===== src/rtl/pwm_pkg.sv =====
package pwm_pkg;
    typedef enum logic [1:0] {
        CH_GPIO = 2'd0,
        CH_HIGH = 2'd1,
        CH_LOW  = 2'd2
    } ch_state_t;
endpackage


===== src/rtl/pwm_regfile.sv =====
module pwm_regfile #(
    parameter int NUM_CH = 8,
    parameter int DUTY_W = 8,
    parameter int PRE_W  = 8,
    parameter int ADDR_W = 5,
    parameter int DATA_W = 8
) (
    input  logic                         clk,
    input  logic                         rst_n,
    input  logic                         wr_en,
    input  logic [ADDR_W-1:0]            wr_addr,
    input  logic [DATA_W-1:0]            wr_data,
    output logic [NUM_CH-1:0][DUTY_W-1:0] duty_shadow,
    output logic [NUM_CH-1:0]            ch_en,
    output logic [PRE_W-1:0]             pre_val
);
    localparam logic [ADDR_W-1:0] PRE_ADDR = ADDR_W'(2 * NUM_CH);

    for (genvar k = 0; k < NUM_CH; k++) begin : g_ch
        localparam logic [ADDR_W-1:0] DUTY_A = ADDR_W'(2 * k);
        localparam logic [ADDR_W-1:0] EN_A   = ADDR_W'(2 * k + 1);

        always_ff @(posedge clk) begin
            if (!rst_n) begin
                duty_shadow[k] <= '0;
                ch_en[k]       <= 1'b0;
            end else if (wr_en) begin
                if (wr_addr == DUTY_A) duty_shadow[k] <= wr_data[DUTY_W-1:0];
                if (wr_addr == EN_A)   ch_en[k]       <= wr_data[0];
            end
        end


        en_write_chk: assert property (@(posedge clk) disable iff (!rst_n)
            (wr_en && wr_addr == EN_A) |=> (ch_en[k] == $past(wr_data[0])));
    end

    always_ff @(posedge clk) begin
        if (!rst_n)                           pre_val <= '0;
        else if (wr_en && wr_addr == PRE_ADDR) pre_val <= wr_data[PRE_W-1:0];
    end
endmodule


===== src/rtl/pwm_timebase.sv =====
module pwm_timebase #(
    parameter int PRE_W   = 8,
    parameter int PHASE_W = 8
) (
    input  logic               clk,
    input  logic               rst_n,
    input  logic [PRE_W-1:0]   pre_val,
    output logic [PHASE_W-1:0] phase,
    output logic               wrap
);
    localparam logic [PHASE_W-1:0] PHASE_TOP = '1;

    logic [PRE_W-1:0] pre_cnt;
    logic [PRE_W-1:0] pre_act;
    logic             tick;

    assign tick = (pre_cnt == pre_act);
    assign wrap = tick && (phase == PHASE_TOP);

    always_ff @(posedge clk) begin
        if (!rst_n) begin
            pre_cnt <= '0;
            pre_act <= '0;
            phase   <= '0;
        end else if (tick) begin
            pre_cnt <= '0;
            pre_act <= pre_val;
            phase   <= phase + 1'b1;
        end else begin
            pre_cnt <= pre_cnt + 1'b1;
        end
    end


    pre_load_chk: assert property (@(posedge clk) disable iff (!rst_n)
        !tick |=> $stable(pre_act));

    pre_range_chk: assert property (@(posedge clk) disable iff (!rst_n)
        pre_cnt <= pre_act);

    phase_step_chk: assert property (@(posedge clk) disable iff (!rst_n)
        !tick |=> $stable(phase));
endmodule


===== src/rtl/pwm_channel.sv =====
module pwm_channel
    import pwm_pkg::*;
#(
    parameter int DUTY_W = 8
) (
    input  logic              clk,
    input  logic              rst_n,
    input  logic              en,
    input  logic [DUTY_W-1:0] duty_shadow,
    input  logic [DUTY_W-1:0] phase,
    input  logic              wrap,
    input  logic              gpio,
    output logic              pin
);
    ch_state_t         state, state_nx;
    logic [DUTY_W-1:0] duty_act;

    always_ff @(posedge clk) begin
        if (!rst_n)    duty_act <= '0;
        else if (wrap) duty_act <= duty_shadow;
    end

    always_comb begin
        state_nx = state;
        unique case (state)
            CH_GPIO: if (en) state_nx = (phase < duty_act) ? CH_HIGH : CH_LOW;
            CH_HIGH: if (!en) state_nx = CH_GPIO;
                     else if (phase >= duty_act) state_nx = CH_LOW;
            CH_LOW:  if (!en) state_nx = CH_GPIO;
                     else if (phase < duty_act) state_nx = CH_HIGH;
            default: state_nx = CH_GPIO;
        endcase
    end

    always_ff @(posedge clk) begin
        if (!rst_n) state <= CH_GPIO;
        else        state <= state_nx;
    end

    always_comb begin
        unique case (state)
            CH_GPIO: pin = gpio;
            CH_HIGH: pin = 1'b1;
            CH_LOW:  pin = 1'b0;
            default: pin = gpio;
        endcase
    end


    duty_hold_chk: assert property (@(posedge clk) disable iff (!rst_n)
        !wrap |=> $stable(duty_act));

    gpio_state_chk: assert property (@(posedge clk) disable iff (!rst_n)
        !en |=> (state == CH_GPIO));

    zero_duty_chk: assert property (@(posedge clk) disable iff (!rst_n)
        (state == CH_HIGH) |-> ($past(duty_act) != '0));
endmodule


===== src/rtl/pwm_bank.sv =====
module pwm_bank #(
    parameter int NUM_CH = 8,
    parameter int DUTY_W = 8,
    parameter int PRE_W  = 8,
    parameter int ADDR_W = 5,
    parameter int DATA_W = 8
) (
    input  logic              clk,
    input  logic              rst_n,
    input  logic              wr_en,
    input  logic [ADDR_W-1:0] wr_addr,
    input  logic [DATA_W-1:0] wr_data,
    input  logic [NUM_CH-1:0] gpio_in,
    output logic [NUM_CH-1:0] pin_out
);
    logic [NUM_CH-1:0][DUTY_W-1:0] duty_shadow;
    logic [NUM_CH-1:0]             ch_en;
    logic [PRE_W-1:0]              pre_val;
    logic [DUTY_W-1:0]             phase;
    logic                          wrap;

    pwm_regfile #(
        .NUM_CH(NUM_CH), .DUTY_W(DUTY_W), .PRE_W(PRE_W),
        .ADDR_W(ADDR_W), .DATA_W(DATA_W)
    ) u_regs (
        .clk(clk), .rst_n(rst_n), .wr_en(wr_en), .wr_addr(wr_addr),
        .wr_data(wr_data), .duty_shadow(duty_shadow), .ch_en(ch_en),
        .pre_val(pre_val)
    );

    pwm_timebase #(.PRE_W(PRE_W), .PHASE_W(DUTY_W)) u_tb (
        .clk(clk), .rst_n(rst_n), .pre_val(pre_val),
        .phase(phase), .wrap(wrap)
    );

    for (genvar k = 0; k < NUM_CH; k++) begin : g_ch
        pwm_channel #(.DUTY_W(DUTY_W)) u_ch (
            .clk(clk), .rst_n(rst_n), .en(ch_en[k]),
            .duty_shadow(duty_shadow[k]), .phase(phase), .wrap(wrap),
            .gpio(gpio_in[k]), .pin(pin_out[k])
        );
    end
endmodule


===== config.mk =====
export PLATFORM = sky130hd
export DESIGN_NAME = pwm_bank
export DESIGN_NICKNAME = d
export VERILOG_FILES = /design/src/rtl/pwm_pkg.sv /design/src/rtl/pwm_regfile.sv /design/src/rtl/pwm_timebase.sv /design/src/rtl/pwm_channel.sv /design/src/rtl/pwm_bank.sv
export SDC_FILE = /design/constraint.sdc
export NUM_CORES = 1
export LEC_CHECK = 0
export BUFFER_PORTS_ARGS = -buffer_cell sky130_fd_sc_hd__buf_2
export CORE_MARGIN = 5
export CORE_UTILIZATION = 60
export CTS_CLUSTER_SIZE = 12
export DETAILED_ROUTE_END_ITERATION = 12
export PLACE_DENSITY = 0.82
export SLEW_MARGIN = 40
export SYNTH_ARGS = -nofsm -noshare
export SYNTH_HDL_FRONTEND = slang
export SYNTH_SLANG_ARGS = --single-unit

===== constraint.sdc =====
create_clock -name clk -period 3 [get_ports clk]
set_input_delay 0.3 -clock clk [delete_from_list [all_inputs] [get_ports clk]]
set_output_delay 0.3 -clock clk [all_outputs]
set_load 0.01 [all_outputs]

## Word-level counts from Yosys, hierarchy flattened

Index checks and enable logic that the tools add are counted.

| word-level totals | value |
|---|---|
| bits in registers | 184 |
| input bits | 24 |
| output and inout bits | 8 |
| logic and storage cells | 213 |

| cells by class | value |
|---|---|
| add/sub/neg operators | 2 |
| $lt $le $gt $ge | 16 |
| equal/unequal tests | 58 |
| mux-type cells | 64 |
| bitwise logic cells | 1 |
| reductions and logical operators | 36 |

Operator list:

| operator | number |
|---|---|
| 2-to-1 mux 2 bit | 48 |
| greater-or-equal comparator 8 bit | 8 |
| < comparator 8 bit | 8 |
| inequality test 3 x 2 -> 1 bit, second input constant | 16 |
| one-hot mux 2 bit (3 select lines) | 8 |
| == test 5 x 4 -> 1 bit, second input constant | 8 |
| AND reduction 2 bit | 16 |
| AND reduction 3 bit | 8 |
| == test 5 x 3 -> 1 bit, second input constant | 4 |
| adder 8 x 1 -> 8 bit, second input constant | 2 |
| == test 2 x 1 -> 1 bit, second input constant | 8 |
| == test 2 bit, second input constant | 8 |
| zero test 2 bit | 8 |
| inequality test 2 bit, second input constant | 8 |
| one-hot mux 1 bit (2 select lines) | 8 |
| == test 5 x 2 -> 1 bit, second input constant | 2 |
| == test 8 bit | 1 |
| == test 8 bit, second input constant | 1 |
| == test 5 x 1 -> 1 bit, second input constant | 1 |
| == test 5 bit, second input constant | 1 |
| zero test 5 bit | 1 |
| logical AND 1 bit | 2 |
| OR reduction 2 bit | 1 |
| NOT 1 bit | 1 |

## Logic depth before layout (Yosys ltp)

Gate-level depths: netlist of run 1.

| logic depth | value |
|---|---|
| depth in word-level cells | 4 |
| mapped depth | 8 |
| depth with buffers taken out | 8 |

## By module

A second synthesis of run 1 with hierarchy kept.

| unflattened totals | value |
|---|---|
| cell total of the unflattened synthesis | 1041 |
| area total of the unflattened synthesis | 9808.2 um^2 |

Modules (own cells, without submodules):

| module | times used | cells each | area an instance (um^2) | seq. area each (um^2) |
|---|---|---|---|---|
| pwm_channel | 8 | 78 | 714.4 | 200.2 |
| pwm_regfile | 1 | 288 | 2989.1 | 1601.5 |
| pwm_timebase | 1 | 129 | 1103.6 | 480.5 |

## Worst setup path after synthesis of run 1

OpenSTA, ideal clock, no wires.

| path | value |
|---|---|
| path type | register -> register |
| start point | register u_tb.phase[1] |
| end point | register g_ch[0].u_ch.state[1] |
| library setup time | 0.072 ns |
| arrival | 1.850 ns |
| data required time | 2.928 ns |
| setup slack | 1.078 ns |
| stages on the path, launching flop included | 8 |
| buffers on the path | 0 |
| period minus slack after synthesis | 1.922 ns |
| cell sequence | dfxtp_1 ha_1 nor2b_1 o211ai_1 a21oi_1 o211a_1 nor3_1 mux2i_1 |

| on the way | value |
|---|---|
| longest elaborated chain between the ends | 4 |
| elaborated cells between the ends (all ways) | 8 |
| those cells by class | 2 x order compare; 2 x eq/ne; 3 x mux; 1 x reduce/logical |

Ends and longest elaborated chain:

| item | RTL line | RTL |
|---|---|---|
| from (decl) | pwm_timebase.sv:8 | `output logic [PHASE_W-1:0] phase,` |
| from (signal assigned) | pwm_timebase.sv:28 | `phase <= phase + 1'b1;` |
| < comparator 8 bit | pwm_channel.sv:26, pwm_channel.sv:30 |  |
| 2-to-1 mux 2 bit (2 in series) | pwm_channel.sv:26 | `CH_GPIO: if (en) state_nx = (phase < duty_act) ? CH_HIGH : CH_LOW;` |
| one-hot mux 2 bit (3 select lines) | pwm_channel.sv:25 | `unique case (state)` |
| to (signal assigned) | pwm_channel.sv:37 | `else state <= state_nx;` |
| to (decl) | pwm_channel.sv:15 | `ch_state_t state, state_nx;` |

Several ways; a longest one is shown, not always the timed one. The select of a mux whose other input is x is not followed.
A chain may end at the register's enable or synchronous reset.

## Final worst setup path of run 1

| path | value |
|---|---|
| start point | register u_tb.phase[1] |
| end point | register g_ch[3].u_ch.state[1] |

| on the way | value |
|---|---|
| longest elaborated chain between the ends | 4 |
| elaborated cells between the ends (all ways) | 8 |
| those cells by class | 2 x order compare; 2 x eq/ne; 3 x mux; 1 x reduce/logical |

Ends and longest elaborated chain:

| item | RTL line |
|---|---|
| < comparator 8 bit | pwm_channel.sv:26, pwm_channel.sv:30 |
| 2-to-1 mux 2 bit (2 in series) | pwm_channel.sv:26 |
| one-hot mux 2 bit (3 select lines) | pwm_channel.sv:25 |
| to (signal assigned) | pwm_channel.sv:37 |
| to (decl) | pwm_channel.sv:15 |

Several ways; a longest one is shown, not always the timed one. The select of a mux whose other input is x is not followed.

==> run_summary.xml, run 1 <==
<?xml version="1.0" encoding="UTF-8"?>
<metrics>
  <group name="run_status">
    <metric name="status" unit="">finished, final reports clean</metric>
  </group>
  <group name="cells_and_area">
    <metric name="post_layout_nonfiller_instances" unit="">1305</metric>
    <metric name="final_design_area_no_fill" unit="mm2">0.0103</metric>
    <metric name="multi_input_area" unit="mm2">0.00516</metric>
    <metric name="final_core_util" unit="%">65.9</metric>
    <metric name="areaGrowthSynthToFinish" unit="%">8.97</metric>
    <metric name="nNetsFinal" unit="">1200</metric>
    <metric name="regArea" unit="mm2">0.00368</metric>
    <metric name="final_layout_size_suffix_gt1_share" unit="%">8.08</metric>
    <metric name="layout.filler_cells" unit="">1273</metric>
    <metric name="insertedDiodeCount" unit="">0</metric>
  </group>
  <group name="clock_tree">
    <metric name="cts_tree" unit="">built</metric>
    <metric name="clock_edge_transition_at_the_registers_on_the_reported_setup_and_hold_paths" unit="ns">0.07</metric>
    <metric name="post_cts.repair.setup_buffers" unit="">0</metric>
    <metric name="cts_resized" unit="">0</metric>
    <metric name="cts.htree.levels" unit="">4</metric>
    <metric name="clkSinkCount" unit="">184</metric>
    <metric name="numCtsBuffers" unit="">17</metric>
    <metric name="cts.path.max_buffers" unit="">2</metric>
    <metric name="worst_skew_pair.late_latency" unit="ns">0.43</metric>
    <metric name="post_cts_hold_buffer_count" unit="">0</metric>
    <metric name="cts_root_buf" unit="">clkbuf_16</metric>
  </group>
  <group name="placement">
    <metric name="post-place-ws" unit="ns">0.617</metric>
    <metric name="dp.cells" unit="">1275</metric>
    <metric name="number_of_i_o_port_buffers" unit="">31</metric>
    <metric name="gp_congestion" unit="">0.840</metric>
    <metric name="post-dp-hpwl" unit="um">14200</metric>
    <metric name="postPlaceCellArea" unit="mm2">0.00973</metric>
  </group>
  <group name="sta">
    <metric name="finalWorstPathRequiredPeriod" unit="ns">2.46</metric>
    <metric name="finalSetupTns" unit="ns">0</metric>
    <metric name="transition_time_of_the_tightest_slew_check_pin" unit="ns">0.778</metric>
    <metric name="max_clock_freq" unit="MHz">407</metric>
    <metric name="hold_violation_count_in_the_final_report" unit="">0</metric>
    <metric name="number_of_pins_with_negative_max_slew_slack_in_the_final_report" unit="">0</metric>
    <metric name="final_cycle_utilization_of_the_critical_path" unit="%">81.9</metric>
    <metric name="unrepaired_setup_endpoints_after_global_routing" unit="">no</metric>
    <metric name="relSlewSlack" unit="%">48.1</metric>
    <metric name="postLayoutSetupSlackWorst" unit="ns">0.544</metric>
    <metric name="whs" unit="ns">0.253</metric>
    <metric name="worst_clock_skew" unit="ns">0.00608</metric>
    <metric name="finalSetupViolCount" unit="">0</metric>
  </group>
  <group name="synth">
    <metric name="synth.largest_area_cell" unit="">dfxtp_1</metric>
    <metric name="postSynthNetCount" unit="">1204</metric>
    <metric name="synth_enable_flop_cells" unit="">0</metric>
    <metric name="yosys.cell_types.count" unit="">36</metric>
    <metric name="synth_seq_area_share" unit="%">38.9</metric>
    <metric name="ys_ff_latch" unit="">184</metric>
    <metric name="top_post_synthesis_cells_by_area" unit="">dfxtp_1, ha_1, mux2i_1, nand3_1, o31ai_1</metric>
    <metric name="synth_top_area_share" unit="%">38.9</metric>
    <metric name="synth.cells.most_frequent" unit="">dfxtp_1, nand3_1, ha_1</metric>
    <metric name="synth_area" unit="mm2">0.00947</metric>
    <metric name="warnings_from_yosys" unit="">0</metric>
    <metric name="ys_async_sr_fraction" unit="%">0</metric>
    <metric name="number_of_standard_cells_after_synthesis" unit="">1082</metric>
    <metric name="postSynth.topFlopCell" unit="">dfxtp_1</metric>
    <metric name="synthesis.area_per_instance" unit="um2">8.75</metric>
    <metric name="yosys.cell_count.top_type" unit="">dfxtp_1</metric>
  </group>
  <group name="pwr">
    <metric name="design_power_total" unit="mW">5.94</metric>
    <metric name="cellPowerDensity" unit="mW/mm2">576</metric>
    <metric name="max-vdd-ir-drop" unit="uV">414</metric>
    <metric name="cellLeakagePower" unit="nW">4.22</metric>
  </group>
  <group name="route">
    <metric name="detail_route.vias_per_cell" unit="">5.93</metric>
    <metric name="number_of_drc_violations_after_detailed_routing" unit="">0</metric>
    <metric name="drt_iter0_markers" unit="">636</metric>
    <metric name="firstDrtPassIters" unit="">5</metric>
    <metric name="final_antenna_net_count" unit="">0</metric>
    <metric name="wl_per_cell" unit="um">16.8</metric>
    <metric name="routed-via-count" unit="">7741</metric>
    <metric name="drt-total-wl" unit="um">22000</metric>
  </group>
  <group name="hold_path">
    <metric name="worst_hold_startpoint" unit="">wr_data[7]</metric>
    <metric name="worstHoldPathCells" unit="">3</metric>
    <metric name="min-delay-path-class" unit="">in2reg</metric>
    <metric name="hold_path_end" unit="">u_regs.duty_shadow[15]$_SDFFE_PN0P_</metric>
  </group>
  <group name="worst_setup_path">
    <metric name="cell_family_with_the_largest_share_of_critical_path_delay" unit="">flip-flops</metric>
    <metric name="critPathMaxStageDelay" unit="ns">0.77</metric>
    <metric name="critical_path.endpoint_type" unit="">flip-flop</metric>
    <metric name="data_arrival_at_the_endpoint_of_the_critical_path" unit="ns">2.82</metric>
    <metric name="critPathMaxFanout" unit="">11</metric>
    <metric name="criticalPathCategory" unit="">reg2reg</metric>
    <metric name="r2r_slack" unit="ns">0.54</metric>
    <metric name="worst-path-buf-inv" unit="">0</metric>
    <metric name="ff2ff_path_depth" unit="">7</metric>
    <metric name="start_kind" unit="">flip-flop</metric>
    <metric name="cp_cell_sequence" unit="">ha_1, nor2b_1, o211ai_1, a21oi_1, o211a_1, nor3_1, mux2i_1</metric>
    <metric name="worst_r2r_startpoint" unit="">u_tb.phase[1]$_SDFFE_PN0P_</metric>
    <metric name="cpMaxStageDelayCell" unit="">dfxtp_1</metric>
    <metric name="timing.critical_path.required" unit="ns">3.37</metric>
    <metric name="worst_r2r_endpoint" unit="">g_ch[3].u_ch.state[1]$_SDFFE_PN0P_</metric>
  </group>
  <group name="flow_run">
    <metric name="maxcap_violations" unit="">0</metric>
  </group>
  <group name="die">
    <metric name="boundary_pin_count" unit="">32</metric>
    <metric name="design.die.area" unit="mm2">0.0184</metric>
    <metric name="core_region_area" unit="mm2">0.0157</metric>
    <metric name="rows" unit="">46</metric>
    <metric name="floorplan.initialDensity" unit="%">60.5</metric>
    <metric name="die_height" unit="um">136</metric>
    <metric name="die_w" unit="um">136</metric>
  </group>
  <group name="global_route">
    <metric name="grtUsageTotal" unit="%">24.8</metric>
    <metric name="globalRoute.totalOverflow" unit="">0</metric>
    <metric name="first_global_vias" unit="">7411</metric>
    <metric name="grt_start_max_net_pins" unit="">73</metric>
    <metric name="antenna_violations_before_repair" unit="">0</metric>
    <metric name="grt_first_pass_wirelength" unit="um">36600</metric>
  </group>
</metrics>
[cell families after synthesis]
group                      Yosys count  share of synthesized area, %
and+or+nand+nor                    363                          18.2
adders and majority gates           98                          13.0
DFF                                184                          38.9
buffers and inverters              147                          6.62
muxes                               72                          7.72
AOI/OAI and AO/OA                  198                          13.7
xor gates and xnor gates            20                          1.85
[registers in the layout, summed over array words and instances (netlist names)]
signal	count
u_tb.pre_cnt	8
g_ch.u_ch.state	16
u_regs.pre_val	8
u_tb.pre_act	8
u_regs.duty_shadow	64
u_regs.ch_en	8
u_tb.phase	8
g_ch.u_ch.duty_act	64
[placed cells by master, fill, tap and decap left out, types with 14 or more instances in the layout]
cell,count
dfxtp_1,184
nand3_1,119
ha_1,98
nor2_1,83
nand2_1,81
inv_1,76
a21oi_1,68
mux2i_1,64
o31ai_1,64
buf_2,30
o21ai_0,26
nand4_1,19
nor2b_1,18
clkbuf_16,17
buf_4,14
[worst min-delay path: cells and delay by family]
kind / cells / cell delay [ns]
buffers and inverters: 1 / 0.19
AND/OR/NAND/NOR: 1 / 0.10
AO/OA/AOI/OAI: 1 / 0.05
[where the power goes]
group | total, mW | switching, mW | internal (mW)
logic | 1.05 | 0.570 | 0.479
registers | 2.63 | 0.105 | 2.52
clock network | 2.26 | 0.933 | 1.33
[metal layers]
metal / GRT usage, % / routed length [um] / vias up
met5: 0 / 0 / -
met4: 13.0 / 943 / 0
met3: 4.01 / 937 / 59
met2: 41.1 / 10500 / 212
met1: 31.1 / 9610 / 3665
li1: - / - / 3805
[how the worst max path moves through the flow]
stage | start | end | slack (ns) | depth (start not counted)
floorplan | u_tb.phase[1]$_SDFFE_PN0P_ | g_ch[0].u_ch.state[1]$_SDFFE_PN0P_ | 1.08 | 7
global placement | u_tb.phase[1]$_SDFFE_PN0P_ | g_ch[0].u_ch.state[1]$_SDFFE_PN0P_ | 0.70 | 7
detailed placement | u_tb.phase[1]$_SDFFE_PN0P_ | g_ch[4].u_ch.state[1]$_SDFFE_PN0P_ | 0.62 | 7
CTS | u_tb.phase[1]$_SDFFE_PN0P_ | g_ch[4].u_ch.state[1]$_SDFFE_PN0P_ | 0.56 | 7
global route | u_tb.phase[1]$_SDFFE_PN0P_ | g_ch[3].u_ch.state[1]$_SDFFE_PN0P_ | 0.34 | 7
finish | u_tb.phase[1]$_SDFFE_PN0P_ | g_ch[3].u_ch.state[1]$_SDFFE_PN0P_ | 0.54 | 7
[layout make-up]
| cell class | count | area share (%) |
|---|---|---|
| clock buffer | 23 | 4.83 |
| clock inverter | 7 | 0.898 |
| inverter | 77 | 2.83 |
| multi-input combinational | 751 | 50.1 |
| sequential | 184 | 35.7 |
| tap | 216 | 2.62 |
| timing repair buffer | 47 | 3.06 |
Power figures use the tool's default switching activity.
==> run 2: changes to the inputs <==
- clock period: 3 -> 2.4 ns (I/O delays scaled with it)
==> run_summary.xml, run 2 (same netlist as run 1, synthesis figures left out) <==
<?xml version="1.0" encoding="UTF-8"?>
<metrics>
  <group name="sta">
    <metric name="final_cycle_utilization_of_the_critical_path" unit="%">95.4</metric>
    <metric name="finalSetupViolCount" unit="">0</metric>
    <metric name="postLayoutSetupSlackWorst" unit="ns">0.111</metric>
    <metric name="finalSetupTns" unit="ns">0</metric>
    <metric name="whs" unit="ns">0.204</metric>
    <metric name="number_of_pins_with_negative_max_slew_slack_in_the_final_report" unit="">0</metric>
    <metric name="unrepaired_setup_endpoints_after_global_routing" unit="">no</metric>
    <metric name="hold_violation_count_in_the_final_report" unit="">0</metric>
    <metric name="worst_clock_skew" unit="ns">0.00652</metric>
    <metric name="relSlewSlack" unit="%">53.0</metric>
    <metric name="max_clock_freq" unit="MHz">437</metric>
    <metric name="transition_time_of_the_tightest_slew_check_pin" unit="ns">0.697</metric>
    <metric name="finalWorstPathRequiredPeriod" unit="ns">2.29</metric>
  </group>
  <group name="worst_setup_path">
    <metric name="cell_family_with_the_largest_share_of_critical_path_delay" unit="">simple AND/OR/NAND/NOR gates</metric>
    <metric name="critPathMaxFanout" unit="">6</metric>
    <metric name="worst_r2r_startpoint" unit="">u_tb.phase[6]$_SDFFE_PN0P_</metric>
    <metric name="critical_path.endpoint_type" unit="">flip-flop</metric>
    <metric name="criticalPathCategory" unit="">reg2reg</metric>
    <metric name="start_kind" unit="">flip-flop</metric>
    <metric name="critPathMaxStageDelay" unit="ns">0.53</metric>
    <metric name="worst_setup_path_startpoint" unit="">u_tb.phase[6]$_SDFFE_PN0P_</metric>
    <metric name="cpMaxStageDelayCell" unit="">o21ai_0</metric>
    <metric name="timing.critical_path.required" unit="ns">2.77</metric>
    <metric name="data_arrival_at_the_endpoint_of_the_critical_path" unit="ns">2.66</metric>
    <metric name="cp_cell_sequence" unit="">buf_4, ha_1, nand2_1, o21ai_0, nor4_1, nor3_1, mux2i_1</metric>
    <metric name="worst-path-buf-inv" unit="">1</metric>
  </group>
  <group name="global_route">
    <metric name="grtUsageTotal" unit="%">25.8</metric>
    <metric name="first_global_vias" unit="">7411</metric>
    <metric name="gr-usage-met1" unit="%">31.7</metric>
    <metric name="grt_most_used_layer" unit="">met2</metric>
    <metric name="globalRoute.totalOverflow" unit="">0</metric>
    <metric name="grt_use_met3" unit="%">5.79</metric>
    <metric name="antenna_violations_before_repair" unit="">0</metric>
    <metric name="grt_util_met2" unit="%">42.5</metric>
    <metric name="grt_start_max_net_pins" unit="">105</metric>
    <metric name="grt_first_pass_wirelength" unit="um">37700</metric>
  </group>
  <group name="cells_and_area">
    <metric name="mostFrequentLayoutCells" unit="">dfxtp_1, nand3_1, ha_1, nor2_1, nand2_1</metric>
    <metric name="regArea" unit="mm2">0.00368</metric>
    <metric name="multi_input_area" unit="mm2">0.00517</metric>
    <metric name="areaGrowthSynthToFinish" unit="%">9.68</metric>
    <metric name="nNetsFinal" unit="">1205</metric>
    <metric name="layout.filler_cells" unit="">1249</metric>
    <metric name="post_layout_nonfiller_instances" unit="">1311</metric>
    <metric name="layout.cells.most_common" unit="">dfxtp_1</metric>
    <metric name="final_layout_size_suffix_gt1_share" unit="%">8.68</metric>
    <metric name="layout_top_registers" unit="">g_ch.u_ch.duty_act (64), u_regs.duty_shadow (64), g_ch.u_ch.state (16)</metric>
    <metric name="insertedDiodeCount" unit="">0</metric>
  </group>
  <group name="die">
    <metric name="die_height" unit="um">136</metric>
    <metric name="floorplan.initialDensity" unit="%">60.5</metric>
    <metric name="die_w" unit="um">136</metric>
    <metric name="core_region_area" unit="mm2">0.0157</metric>
    <metric name="design.die.area" unit="mm2">0.0184</metric>
    <metric name="boundary_pin_count" unit="">32</metric>
    <metric name="rows" unit="">46</metric>
  </group>
  <group name="clock_tree">
    <metric name="cts.path.max_buffers" unit="">2</metric>
    <metric name="worst_skew_pair.late_latency" unit="ns">0.44</metric>
    <metric name="clock_edge_transition_at_the_registers_on_the_reported_setup_and_hold_paths" unit="ns">0.07</metric>
    <metric name="clkSinkCount" unit="">184</metric>
    <metric name="cts_root_buf" unit="">clkbuf_16</metric>
    <metric name="numCtsBuffers" unit="">17</metric>
    <metric name="cts_tree" unit="">built</metric>
    <metric name="cts.htree.levels" unit="">4</metric>
  </group>
  <group name="route">
    <metric name="number_of_drc_violations_after_detailed_routing" unit="">0</metric>
    <metric name="wl_per_cell" unit="um">17.9</metric>
    <metric name="final_antenna_net_count" unit="">0</metric>
    <metric name="detail_route.vias_per_cell" unit="">6.06</metric>
    <metric name="drt-total-wl" unit="um">23400</metric>
    <metric name="drt_iter0_markers" unit="">755</metric>
    <metric name="routed-via-count" unit="">7951</metric>
    <metric name="firstDrtPassIters" unit="">9</metric>
  </group>
  <group name="placement">
    <metric name="post-place-ws" unit="ns">0.109</metric>
    <metric name="post-dp-hpwl" unit="um">15100</metric>
    <metric name="number_of_i_o_port_buffers" unit="">31</metric>
    <metric name="gp_congestion" unit="">0.890</metric>
    <metric name="dp.cells" unit="">1280</metric>
  </group>
  <group name="hold_path">
    <metric name="min-delay-path-class" unit="">in2reg</metric>
    <metric name="worst_hold_startpoint" unit="">wr_data[5]</metric>
  </group>
  <group name="flow_run">
    <metric name="maxcap_violations" unit="">0</metric>
  </group>
  <group name="pwr">
    <metric name="cellPowerDensity" unit="mW/mm2">724</metric>
    <metric name="max-vdd-ir-drop" unit="uV">511</metric>
    <metric name="design_power_total" unit="mW">7.51</metric>
    <metric name="cellLeakagePower" unit="nW">4.26</metric>
  </group>
  <group name="run_status">
    <metric name="status" unit="">finished, final reports clean</metric>
  </group>
</metrics>
-- run 2: layout make-up --
class,count,share of cell area (%)
Sequential cell,184,35.5
Clock inverter,8,1.16
Inverter,77,2.81
Tap cell,216,2.60
Multi-Input combinational cell,751,49.8
Clock buffer,23,4.60
Timing Repair Buffer,52,3.52
-- run 2: report_power, final --
group          internal (mW)  total, mW  switching, mW
sequential              3.16       3.27          0.116
clock                   1.71       2.88           1.17
combinational          0.615       1.36          0.746
-- run 2: worst paths after layout --
kind	cells after the start	endpoint	slack (ns)
worst max-delay path	7	g_ch[7].u_ch.state[1]$_SDFFE_PN0P_	0.11
worst min-delay path	3	u_regs.duty_shadow[5]$_SDFFE_PN0P_	0.20
worst max register to register	7	g_ch[7].u_ch.state[1]$_SDFFE_PN0P_	0.11
worst min register to register	2	u_regs.duty_shadow[26]$_SDFFE_PN0P_	0.46
-- run 2: repair_timing --
action	CTS	global route
hold buffers	0	0
setup buffers	0	0
endpoints found under the setup margin	0	11
resized for setup	0	7
-- run 2: tightest hold or removal path: cells and delay by family --
family / cells / cell delay [ns]
buffers and inverters: 1 / 0.20
AOI/OAI and AO/OA: 1 / 0.05
and+or+nand+nor: 1 / 0.10
-- run 2: per-stage QoR --
stage / cell area [um2] / util (%)
after detailed placement: 9780 / 62.4
final: 10400 / 66.3
after global routing: 10400 / 66.3
after global placement: 9780 / 62.4
after floorplan: 9470 / -
after CTS: 10400 / 66.3
-- run 2: layer usage --
metal	share of wire [%]	wire length, um
met4	3.8	880
met1	41	9590
met2	49	11400
met5	0	0
met3	6.7	1570
